==> src/rtl/otp_seq_pkg.sv <==
// Package: shared state encoding of the programming sequencer.
// Assumes nothing beyond SystemVerilog 2017.
package otp_seq_pkg;

    typedef enum logic [3:0] {
        ST_IDLE,    // waiting for start
        ST_FETCH,   // request image byte for programming
        ST_LOAD,    // capture image byte
        ST_SETUP,   // data stable before pulse
        ST_PULSE,   // program strobe high
        ST_HOLD,    // data stable after pulse
        ST_VREAD,   // verify read
        ST_DROP,    // supply back to nominal, settle
        ST_CFETCH,  // request image byte for final compare
        ST_CLOAD,   // capture image byte for final compare
        ST_CREAD    // final compare read
    } seq_state_t;

endpackage

==> src/rtl/otp_wait_timer.sv <==
// Module: down-counting interval timer.
// A load writes LEN-1; expired is high once the count reaches zero,
// so a state that loads on entry lasts LEN cycles.
// Assumes load values fit in TW bits.
module otp_wait_timer #(
    parameter int TW = 8
) (
    input  logic          clk,
    input  logic          rst_n,
    input  logic          load,
    input  logic [TW-1:0] load_val,
    output logic          expired
);

    logic [TW-1:0] cnt_q;

    // Count down toward zero, reload on request.
    always_ff @(posedge clk) begin
        if (!rst_n) begin
            cnt_q <= '0;
        end else if (load) begin
            cnt_q <= load_val;
        end else if (cnt_q != '0) begin
            cnt_q <= cnt_q - 1'b1;
        end
    end

    assign expired = (cnt_q == '0);

endmodule

==> src/rtl/otp_attempt_ctr.sv <==
// Module: per-byte count of failed verify reads.
// at_limit flags that the next failed verify is the MAX_TRY-th one.
// Assumes MAX_TRY >= 1 and that clr and inc are never high together.
module otp_attempt_ctr #(
    parameter int MAX_TRY = 10,
    localparam int CW = $clog2(MAX_TRY + 1)
) (
    input  logic clk,
    input  logic rst_n,
    input  logic clr,
    input  logic inc,
    output logic at_limit
);

    logic [CW-1:0] cnt_q;

    // Track failed verifies of the current byte.
    always_ff @(posedge clk) begin
        if (!rst_n || clr) begin
            cnt_q <= '0;
        end else if (inc) begin
            cnt_q <= cnt_q + 1'b1;
        end
    end

    assign at_limit = (cnt_q == CW'(MAX_TRY - 1));

endmodule

==> src/rtl/otp_prog_seq.sv <==
// Module: programming sequencer for a one-time-programmable byte memory.
// Walks first..last: fetch, setup, pulse, hold, verify, retry up to MAX_TRY
// failed verifies; then drops supply request and compares the whole window.
// Assumes every T_* parameter >= 1 and first_addr <= last_addr at start.
module otp_prog_seq
    import otp_seq_pkg::*;
#(
    parameter int AW       = 14,
    parameter int DW       = 8,
    parameter int T_SETUP  = 200,
    parameter int T_PULSE  = 100000,
    parameter int T_HOLD   = 200,
    parameter int T_OE     = 8,
    parameter int T_SETTLE = 200,
    parameter int MAX_TRY  = 10
) (
    input  logic          clk,
    input  logic          rst_n,
    input  logic          start,
    input  logic [AW-1:0] first_addr,
    input  logic [AW-1:0] last_addr,
    output logic          src_rd,
    output logic [AW-1:0] src_addr,
    input  logic [DW-1:0] src_data,
    output logic [AW-1:0] mem_addr,
    output logic [DW-1:0] mem_wdata,
    output logic          mem_pgm,
    output logic          mem_oe,
    input  logic [DW-1:0] mem_rdata,
    output logic          supply_req,
    output logic          busy,
    output logic          done,
    output logic          pass,
    output logic          fail,
    output logic [AW-1:0] fail_addr
);

    localparam int T_A   = (T_SETUP > T_PULSE) ? T_SETUP : T_PULSE;
    localparam int T_B   = (T_HOLD > T_OE) ? T_HOLD : T_OE;
    localparam int T_C   = (T_A > T_B) ? T_A : T_B;
    localparam int T_MAX = (T_C > T_SETTLE) ? T_C : T_SETTLE;
    localparam int TW    = $clog2(T_MAX + 1);

    seq_state_t    state_q, state_d;
    logic [AW-1:0] addr_q, first_q, last_q, fail_addr_q;
    logic [DW-1:0] data_q;
    logic          supply_q, done_q, pass_q, fail_q;

    logic          tmr_exp, at_limit;
    logic [TW-1:0] tmr_val;
    logic          go, adv_addr, rewind, ld_data, att_clr, att_inc;
    logic          set_pass, set_fail, sup_off;
    logic          is_last, rd_match;

    assign is_last  = (addr_q == last_q);
    assign rd_match = (mem_rdata == data_q);

    // Next state and one-cycle control strobes.
    always_comb begin
        state_d  = state_q;
        go       = 1'b0;
        adv_addr = 1'b0;
        rewind   = 1'b0;
        ld_data  = 1'b0;
        att_clr  = 1'b0;
        att_inc  = 1'b0;
        set_pass = 1'b0;
        set_fail = 1'b0;
        sup_off  = 1'b0;
        unique case (state_q)
            ST_IDLE: begin
                if (start) begin
                    go      = 1'b1;
                    att_clr = 1'b1;
                    state_d = ST_FETCH;
                end
            end
            ST_FETCH: state_d = ST_LOAD;
            ST_LOAD: begin
                ld_data = 1'b1;
                state_d = ST_SETUP;
            end
            ST_SETUP: if (tmr_exp) state_d = ST_PULSE;
            ST_PULSE: if (tmr_exp) state_d = ST_HOLD;
            ST_HOLD:  if (tmr_exp) state_d = ST_VREAD;
            ST_VREAD: begin
                if (tmr_exp) begin
                    if (rd_match) begin
                        att_clr = 1'b1;
                        if (is_last) begin
                            sup_off = 1'b1;
                            state_d = ST_DROP;
                        end else begin
                            adv_addr = 1'b1;
                            state_d  = ST_FETCH;
                        end
                    end else if (at_limit) begin
                        set_fail = 1'b1;
                        sup_off  = 1'b1;
                        state_d  = ST_IDLE;
                    end else begin
                        att_inc = 1'b1;
                        state_d = ST_SETUP;
                    end
                end
            end
            ST_DROP: begin
                if (tmr_exp) begin
                    rewind  = 1'b1;
                    state_d = ST_CFETCH;
                end
            end
            ST_CFETCH: state_d = ST_CLOAD;
            ST_CLOAD: begin
                ld_data = 1'b1;
                state_d = ST_CREAD;
            end
            ST_CREAD: begin
                if (tmr_exp) begin
                    if (!rd_match) begin
                        set_fail = 1'b1;
                        state_d  = ST_IDLE;
                    end else if (is_last) begin
                        set_pass = 1'b1;
                        state_d  = ST_IDLE;
                    end else begin
                        adv_addr = 1'b1;
                        state_d  = ST_CFETCH;
                    end
                end
            end
            default: state_d = ST_IDLE;
        endcase
    end

    // Interval length of the state being entered.
    always_comb begin
        unique case (state_d)
            ST_SETUP:         tmr_val = TW'(T_SETUP - 1);
            ST_PULSE:         tmr_val = TW'(T_PULSE - 1);
            ST_HOLD:          tmr_val = TW'(T_HOLD - 1);
            ST_VREAD,
            ST_CREAD:         tmr_val = TW'(T_OE - 1);
            ST_DROP:          tmr_val = TW'(T_SETTLE - 1);
            default:          tmr_val = '0;
        endcase
    end

    otp_wait_timer #(.TW(TW)) u_tmr (
        .clk      (clk),
        .rst_n    (rst_n),
        .load     (state_d != state_q),
        .load_val (tmr_val),
        .expired  (tmr_exp)
    );

    otp_attempt_ctr #(.MAX_TRY(MAX_TRY)) u_att (
        .clk      (clk),
        .rst_n    (rst_n),
        .clr      (att_clr),
        .inc      (att_inc),
        .at_limit (at_limit)
    );

    // State, address walk and data latch.
    always_ff @(posedge clk) begin
        if (!rst_n) begin
            state_q <= ST_IDLE;
            addr_q  <= '0;
            first_q <= '0;
            last_q  <= '0;
            data_q  <= '0;
        end else begin
            state_q <= state_d;
            if (go) begin
                addr_q  <= first_addr;
                first_q <= first_addr;
                last_q  <= last_addr;
            end else if (rewind) begin
                addr_q <= first_q;
            end else if (adv_addr) begin
                addr_q <= addr_q + 1'b1;
            end
            if (ld_data) data_q <= src_data;
        end
    end

    // Supply request and sticky verdict flags.
    always_ff @(posedge clk) begin
        if (!rst_n) begin
            supply_q    <= 1'b0;
            done_q      <= 1'b0;
            pass_q      <= 1'b0;
            fail_q      <= 1'b0;
            fail_addr_q <= '0;
        end else if (go) begin
            supply_q <= 1'b1;
            done_q   <= 1'b0;
            pass_q   <= 1'b0;
            fail_q   <= 1'b0;
        end else begin
            if (sup_off) supply_q <= 1'b0;
            if (set_pass) begin
                done_q <= 1'b1;
                pass_q <= 1'b1;
            end
            if (set_fail) begin
                done_q      <= 1'b1;
                fail_q      <= 1'b1;
                fail_addr_q <= addr_q;
            end
        end
    end

    assign src_rd     = (state_q == ST_FETCH) || (state_q == ST_CFETCH);
    assign src_addr   = addr_q;
    assign mem_addr   = addr_q;
    assign mem_wdata  = data_q;
    assign mem_pgm    = (state_q == ST_PULSE);
    assign mem_oe     = (state_q == ST_VREAD) || (state_q == ST_CREAD);
    assign supply_req = supply_q;
    assign busy       = (state_q != ST_IDLE);
    assign done       = done_q;
    assign pass       = pass_q;
    assign fail       = fail_q;
    assign fail_addr  = fail_addr_q;

endmodule

==> config.mk <==
export PLATFORM = sky130hd
export DESIGN_NAME = otp_prog_seq
export DESIGN_NICKNAME = d
export VERILOG_FILES = /design/src/rtl/otp_seq_pkg.sv /design/src/rtl/otp_wait_timer.sv /design/src/rtl/otp_attempt_ctr.sv /design/src/rtl/otp_prog_seq.sv
export SDC_FILE = /design/constraint.sdc
export NUM_CORES = 1
export LEC_CHECK = 0
export ABC_CLOCK_PERIOD_IN_PS = 4700
export BUFFER_PORTS_ARGS = -buffer_cell sky130_fd_sc_hd__buf_2
export CAP_MARGIN = 20
export CORE_MARGIN = 2
export CORE_UTILIZATION = 53
export DETAILED_ROUTE_END_ITERATION = 12
export GPL_ROUTABILITY_DRIVEN = 1
export HOLD_SLACK_MARGIN = 0.08
export MAX_ROUTING_LAYER = met4
export PLACE_DENSITY = 0.89
export SLEW_MARGIN = 20
export SYNTH_ARGS = -nofsm -noshare
export SYNTH_HDL_FRONTEND = slang
export SYNTH_HIERARCHICAL = 1
export SYNTH_SLANG_ARGS = --single-unit
==> constraint.sdc <==
create_clock -name clk -period 4.7 [get_ports clk]
set_input_delay 0.94 -clock clk [delete_from_list [all_inputs] [get_ports clk]]
set_output_delay 0.94 -clock clk [all_outputs]
set_load 0.01 [all_outputs]
After elaboration in Yosys (flattened, before gate mapping)
Cells that the tools add are included.
{ "op_classes": {"bitwise": 2, "muxes": 52, "n_reduce_logical": 18, "n_addsub": 3, "eq_ne": 20} }
{ "op_table": {"columns": ["cell", "count"], "rows": [
  ["$pmux 17 s3", 1],
  ["$pmux 4 s11", 1],
  ["$mux 14", 3],
  ["$mux 4", 10],
  ["$mux 17", 2],
  ["$eq 4x3->1 const B", 8],
  ["$mux 1", 31],
  ["$eq 4x4->1 const B", 5],
  ["$logic_not 17->1", 1],
  ["$reduce_bool 17->1", 1],
  ["$sub 17x1->17 const B", 1],
  ["$add 14x1->14 const B", 1],
  ["$eq 14x14->1", 1],
  ["$eq 4x2->1 const B", 3],
  ["$eq 8x8->1", 1],
  ["$reduce_or 2->1", 4],
  ["$reduce_bool 2->1", 3],
  ["$add 4x1->4 const B", 1],
  ["$eq 4x1->1 const B", 1],
  ["$logic_not 4->1", 1],
  ["$ne 4x4->1", 1],
  ["$pmux 1 s2", 2],
  ["$reduce_bool 4->1", 1],
  ["$logic_or 1x1->1", 3],
  ["7 further kinds", 8]
]} }
{ "word_totals": {"register_bits": 93, "input_bits": 47, "wordCells": 107, "output_inout_bits": 58} }

Longest topological paths before layout
{ "depth": {"depth_word": 9, "depth_mapped": 17, "mapped_depth_nobuf": 16} }

Cells and area by module
The synthesis kept the hierarchy.
{ "modules_own_cells": {"columns": ["module", "area_per_inst_um2", "n_inst", "cells_each", "seq_area_each_um2"], "rows": [
  ["otp_prog_seq", 3861.2, 1, 472, 1441.4],
  ["otp_wait_timer", 919.6, 1, 111, 340.3],
  ["otp_attempt_ctr", 202.7, 1, 20, 80.1]
]} }

Least setup slack after synthesis
No wires, ideal clock.
{ "synth_timing": {"path_type": "register to register", "from": "register u_tmr.cnt_q[0]", "to": "register u_tmr.cnt_q[1]", "arrival_ns": 3.502, "period_less_slack_ns": 3.572, "slack_ns": 1.128, "path_buffers": 2, "stages_incl_launch_ff": 17, "t_required_ns": 4.630, "path_cell_list": "dfxtp_1 -> inv_1 -> ha_1 -> or4b_4 -> nor4b_4 -> nand2_1 -> inv_1 -> buf_2 -> o21bai_1 -> o32ai_1 -> or3_1 -> a21oi_1 -> nor2_1 -> a211o_1 -> clkbuf_1 -> a221o_1 -> a21boi_1"} }
{ "synth_via": {"elab_chain_len": 7, "elab_cells_between_ends": 23, "cone_classes": "add/sub: 1; eq/ne: 7; mux: 10; reduce/logical: 5"} }
{ "synth_rtl": {"columns": ["item", "line_no", "text"], "rows": [
  ["start: declaration", "otp_wait_timer.sv:15", "logic [TW-1:0] cnt_q;"],
  ["start signal: assignment", "otp_wait_timer.sv:22", "cnt_q <= load_val;"],
  ["start signal: assignment", "otp_wait_timer.sv:24", "cnt_q <= cnt_q - 1'b1;"],
  ["$logic_not 17->1 *", "otp_wait_timer.sv:28", "assign expired = (cnt_q == '0);"],
  ["net tmr_exp", "otp_prog_seq.sv:49", "logic tmr_exp, at_limit;"],
  ["$mux 4 (tied with other cells)", "otp_prog_seq.sv:119", "if (tmr_exp) begin"],
  ["$pmux 4 s11 *", "otp_prog_seq.sv:70", "unique case (state_q)"],
  ["$eq 4x3->1 (tied with other cells)", "otp_prog_seq.sv:138", "unique case (state_d)"],
  ["$reduce_or 3->1 (no line) / $reduce_or 2->1 (equally long branches)", null, null],
  ["$pmux 17 s3", "otp_prog_seq.sv:138", null],
  ["$mux 17", "otp_wait_timer.sv:21", "end else if (load) begin"]
]} }
The timed path passes the listed nets; every way through them passes the cells marked *. The select of a mux whose other input is x is not followed.
A chain may end at the register's enable or synchronous reset.

Worst setup path after layout
{ "layout_timing": {"from": "register u_tmr.cnt_q[0]", "to": "register u_tmr.cnt_q[3]"} }
Same word-level chain as after synthesis.

==> summary by stage <==
Clock tree
The TritonCTS buffer count is 9. In this run the clock root is driven by a sky130_fd_sc_hd__clkbuf_8. For the worst-skew pair, the clock arrives at the later sink with an insertion delay of about 360 ps. In this run the post-CTS setup repair buffer count came out at 0. Post-CTS repair changed the size of 0 cells. The number of clock sinks is 93.

The hold buffer count at CTS is 0. The CTS tree is yes. The longest clock path from root to sink contains 2 buffers. After clock tree synthesis, the clock-pin slew on the worst setup and hold paths is about 90 ps. The H-tree generated during clock tree synthesis spans 3 levels.

Floorplanning
The die outline area is around 10000 µm². The initial utilization of the core area, before any placement, comes to roughly 54%. The floorplan step set the die width to 101 µm. The standard-cell row count is 35. Pin placement for this block handled 105 I/O pins. The die boundary height is ~100 µm. The region available for standard cell placement spans 9200 µm².

Global route
After global routing the overflow that remains totals 0. Entering global routing, the biggest net connects 37 pins. Global routing consumed, over all layers together, approximately a quarter of the routing resources. The global-route wire length before repair is 20.1 mm.

The initial antenna violation count is 0. The number of global-route vias before repair was between 4k and 5k.

Power and ir drop
The maximum vdd ir drop is between 0.0002 and 0.00025 V. The leakage power figure is 2.54 nW. Dividing total power by cell area gives a power density of ~440 nW/µm². The total power after layout is between 0.002 and 0.0025 W.

Detailed routing
The via-per-instance ratio is roughly 5.8. The count of nets left with antenna violations once routing finished came out at 0. After detailed routing, the number of remaining DRC violations is 0. After detailed routing, the total wire length is around 12 mm. The number of iterations in the first detailed-routing pass is 5. The post-detailed-route wirelength per cell is 15.6 µm. The final route contains 4576 vias. The first routing iteration left 310 violations.

Worst hold path
The worst hold-check path type is reg2reg.

Placement
In this run, placement finished with an instance count of a little under 800. The number of buffers inserted by port buffering is approximately 100. After legalization and detailed placement, the total HPWL measured ~9 mm. At the end of routability-driven placement, the weighted congestion stood at 0.966. Prior to clock tree synthesis, the placed netlist has a worst setup slack of 740 ps.

Timing
The summed negative setup slack over all endpoints is 0 ps. For the finished layout, the period the worst path requires is ~4000 ps. In the finished design, the share of the clock period the worst path needs comes to roughly 85%. The final clock skew is between 10 and 15 ps.

Derived from the worst setup path, the maximum achievable clock frequency is around 250 MHz. The final-report hold violation count is 0. The number of pins with negative max-slew slack in the final report is 0. In the post-route analysis, the smallest setup slack over all paths is between 700 and 800 ps.

Setup repair after global routing left no endpoint under its margin. At the pin with the least slew margin, the transition time is ~730 ps. The headroom to the max-slew limit is between 50% and 60%. Setup violations remaining at the end of the flow were counted as 0. The tightest hold path in the finished design has a slack of around 460 ps.

Synth
The share of the Yosys chip area taken by registers is between 30 and 40%. The most used flip-flop cell after synthesis is sky130_fd_sc_hd__dfxtp_1. The fraction of registers with async set or reset after synthesis is 0%. In this run, distinct cell masters in the synthesized netlist total 75. The number of enable flip-flop cells after synthesis is 0. For this run, the number of Yosys warnings is 6.

The total standard cell area after synthesis is 4980 µm². After synthesis, the mean cell area works out to between 8 and 9 µm². After technology mapping, the gate count stands at about 600. The flip-flop and latch count after synthesis is 93.

Layout
Cells with a size suffix above 1 make up 22.1% of the layout. The total of fill cells in the finished design is about 800. The area overhead of the layout relative to synthesis is 12.5%. The top cell types in the final layout, fill and taps aside, are sky130_fd_sc_hd__buf_2, sky130_fd_sc_hd__nand2_1, sky130_fd_sc_hd__dfxtp_1. The post-layout net count is ~730.

0 antenna diodes ended up in the layout. The finished layout holds 794 standard cells, fillers aside. The library cell used most frequently in the layout, excluding fill and tap cells, is sky130_fd_sc_hd__buf_2.

Worst setup path
The critical path capture point type is a flop. The data arrival time of the critical path is 4270 ps. The type of the setup path with the least slack is reg2reg.

The maximum net fanout on the critical path is 13. The kind of start point of the critical path is a flop. Data on the critical path is required at its endpoint by around 5000 ps.

Job
Across the run, the number of max-cap violations was 0.

Status
The flow ran to the end, and the final reports show no timing, DRC or antenna violations.
==> worst max-delay path, cell delays in order (launching register included) <==
cell	delay (ps)
sky130_fd_sc_hd__dfxtp_1	350
sky130_fd_sc_hd__inv_1	60
sky130_fd_sc_hd__ha_1	190
sky130_fd_sc_hd__or4b_4	500
sky130_fd_sc_hd__nor4b_4	420
sky130_fd_sc_hd__nand2_1	170
sky130_fd_sc_hd__inv_1	100
sky130_fd_sc_hd__o21bai_1	120
sky130_fd_sc_hd__o32ai_1	110
sky130_fd_sc_hd__or3_1	390
sky130_fd_sc_hd__a21oi_1	280
sky130_fd_sc_hd__nor2_1	90
sky130_fd_sc_hd__a211o_1	380
sky130_fd_sc_hd__nor2b_1	290
sky130_fd_sc_hd__nand2_1	230
sky130_fd_sc_hd__o21ai_0	230
==> logic make-up after synthesis <==
| group | count (synthesis) | synth area share [%] |
|---|---|---|
| simple gates | 246 | 24.5 |
| compound gates | 126 | 16.8 |
| flops | 93 | 37.4 |
| buf+inv | 61 | 6.90 |
| xor+xnor | 42 | 7.38 |
| mux | 30 | 6.05 |
| fa+ha+maj | 4 | 1.00 |
| other cells | 1 | 0.0752 |
==> where the power goes <==
group,internal [W],switching (W),leakage [nW]
clock,0.000300,0.000284,0.101
combinational,0.000378,0.000472,1.68
sequential,0.000892,0.000145,0.760
==> per-layer routing <==
metal / global-route usage [%] / part of all wire [%] / vias up
met2: 40.7 / 48 / 204
met3: 4.37 / 7.5 / 16
met1: 32.6 / 43 / 2136
met5: - / 0 / -
li1: - / - / 2220
met4: 7.69 / 1.5 / 0
==> state kept, by name, summed over array words and instances (netlist names) <==
register     cells
u_tmr/cnt_q     17
fail_addr       14
first_q         14
last_q          14
mem_addr        14
mem_wdata        8
state_q          4
u_att/cnt_q      4
done             1
fail             1
pass             1
supply_req       1
==> through the flow <==
step                utilization (%)  cell area, µm²
floorplan                         -            5010
global placement               58.7            5400
detailed placement             58.7            5400
CTS                            60.9            5600
global route                   60.9            5600
finish                         60.9            5600
==> cells in the mapped netlist, types with 3 or more instances <==
master	instances	area share (%)
sky130_fd_sc_hd__nand2_1	99	7.5
sky130_fd_sc_hd__dfxtp_1	93	37
sky130_fd_sc_hd__nor2_1	56	4.2
sky130_fd_sc_hd__a21oi_1	46	4.6
sky130_fd_sc_hd__mux2i_1	29	5.8
sky130_fd_sc_hd__xor2_1	26	4.6
sky130_fd_sc_hd__o21ai_0	21	2.1
sky130_fd_sc_hd__buf_4	16	2.4
sky130_fd_sc_hd__xnor2_1	16	2.8
sky130_fd_sc_hd__clkbuf_1	15	1.1
sky130_fd_sc_hd__buf_2	14	1.4
sky130_fd_sc_hd__nor3_1	10	1.0
sky130_fd_sc_hd__inv_1	9	0.68
sky130_fd_sc_hd__nand2b_1	9	1.1
sky130_fd_sc_hd__nor4_1	9	1.1
sky130_fd_sc_hd__nand4_1	8	1.0
sky130_fd_sc_hd__nand3_1	7	0.70
sky130_fd_sc_hd__and2_1	6	0.75
sky130_fd_sc_hd__o21ai_1	6	0.60
sky130_fd_sc_hd__a211oi_1	5	0.75
sky130_fd_sc_hd__buf_6	5	1.1
sky130_fd_sc_hd__ha_1	4	1.0
sky130_fd_sc_hd__nor2b_1	4	0.50
sky130_fd_sc_hd__o211a_1	4	0.80
sky130_fd_sc_hd__o211ai_1	4	0.60
sky130_fd_sc_hd__o31ai_1	4	0.60
sky130_fd_sc_hd__or2_2	4	0.50
sky130_fd_sc_hd__or3_1	4	0.50
sky130_fd_sc_hd__nand3b_1	3	0.45
sky130_fd_sc_hd__nor2_2	3	0.38
sky130_fd_sc_hd__nor3_2	3	0.60
sky130_fd_sc_hd__nor4_2	3	0.75
sky130_fd_sc_hd__o2111ai_1	3	0.53
sky130_fd_sc_hd__o211ai_2	3	0.75
sky130_fd_sc_hd__o22ai_1	3	0.38
sky130_fd_sc_hd__o311a_1	3	0.60
sky130_fd_sc_hd__o31a_1	3	0.53
==> area by class of cell <==
cell class	count	area, µm²	area share (%)
well taps	111	139	2.48
repair buffers	109	558	9.96
inverters	10	37.5	0.670
multi-input cells	455	2800	50.0
flip-flops and latches	93	1860	33.2
clock buffers	12	135	2.41
clock inverters	4	72.6	1.29
==> worst paths after layout <==
path	start	endpoint	slack [ps]	cells past startpoint
hold reg to reg	first_q[9]	first_q[9]	460	2
setup reg to reg	u_tmr/cnt_q[0]	u_tmr/cnt_q[3]	710	15
setup / recovery	u_tmr/cnt_q[0]	u_tmr/cnt_q[3]	710	15
hold / removal	first_q[9]	first_q[9]	460	2
(Power assumes the default switching activity.)
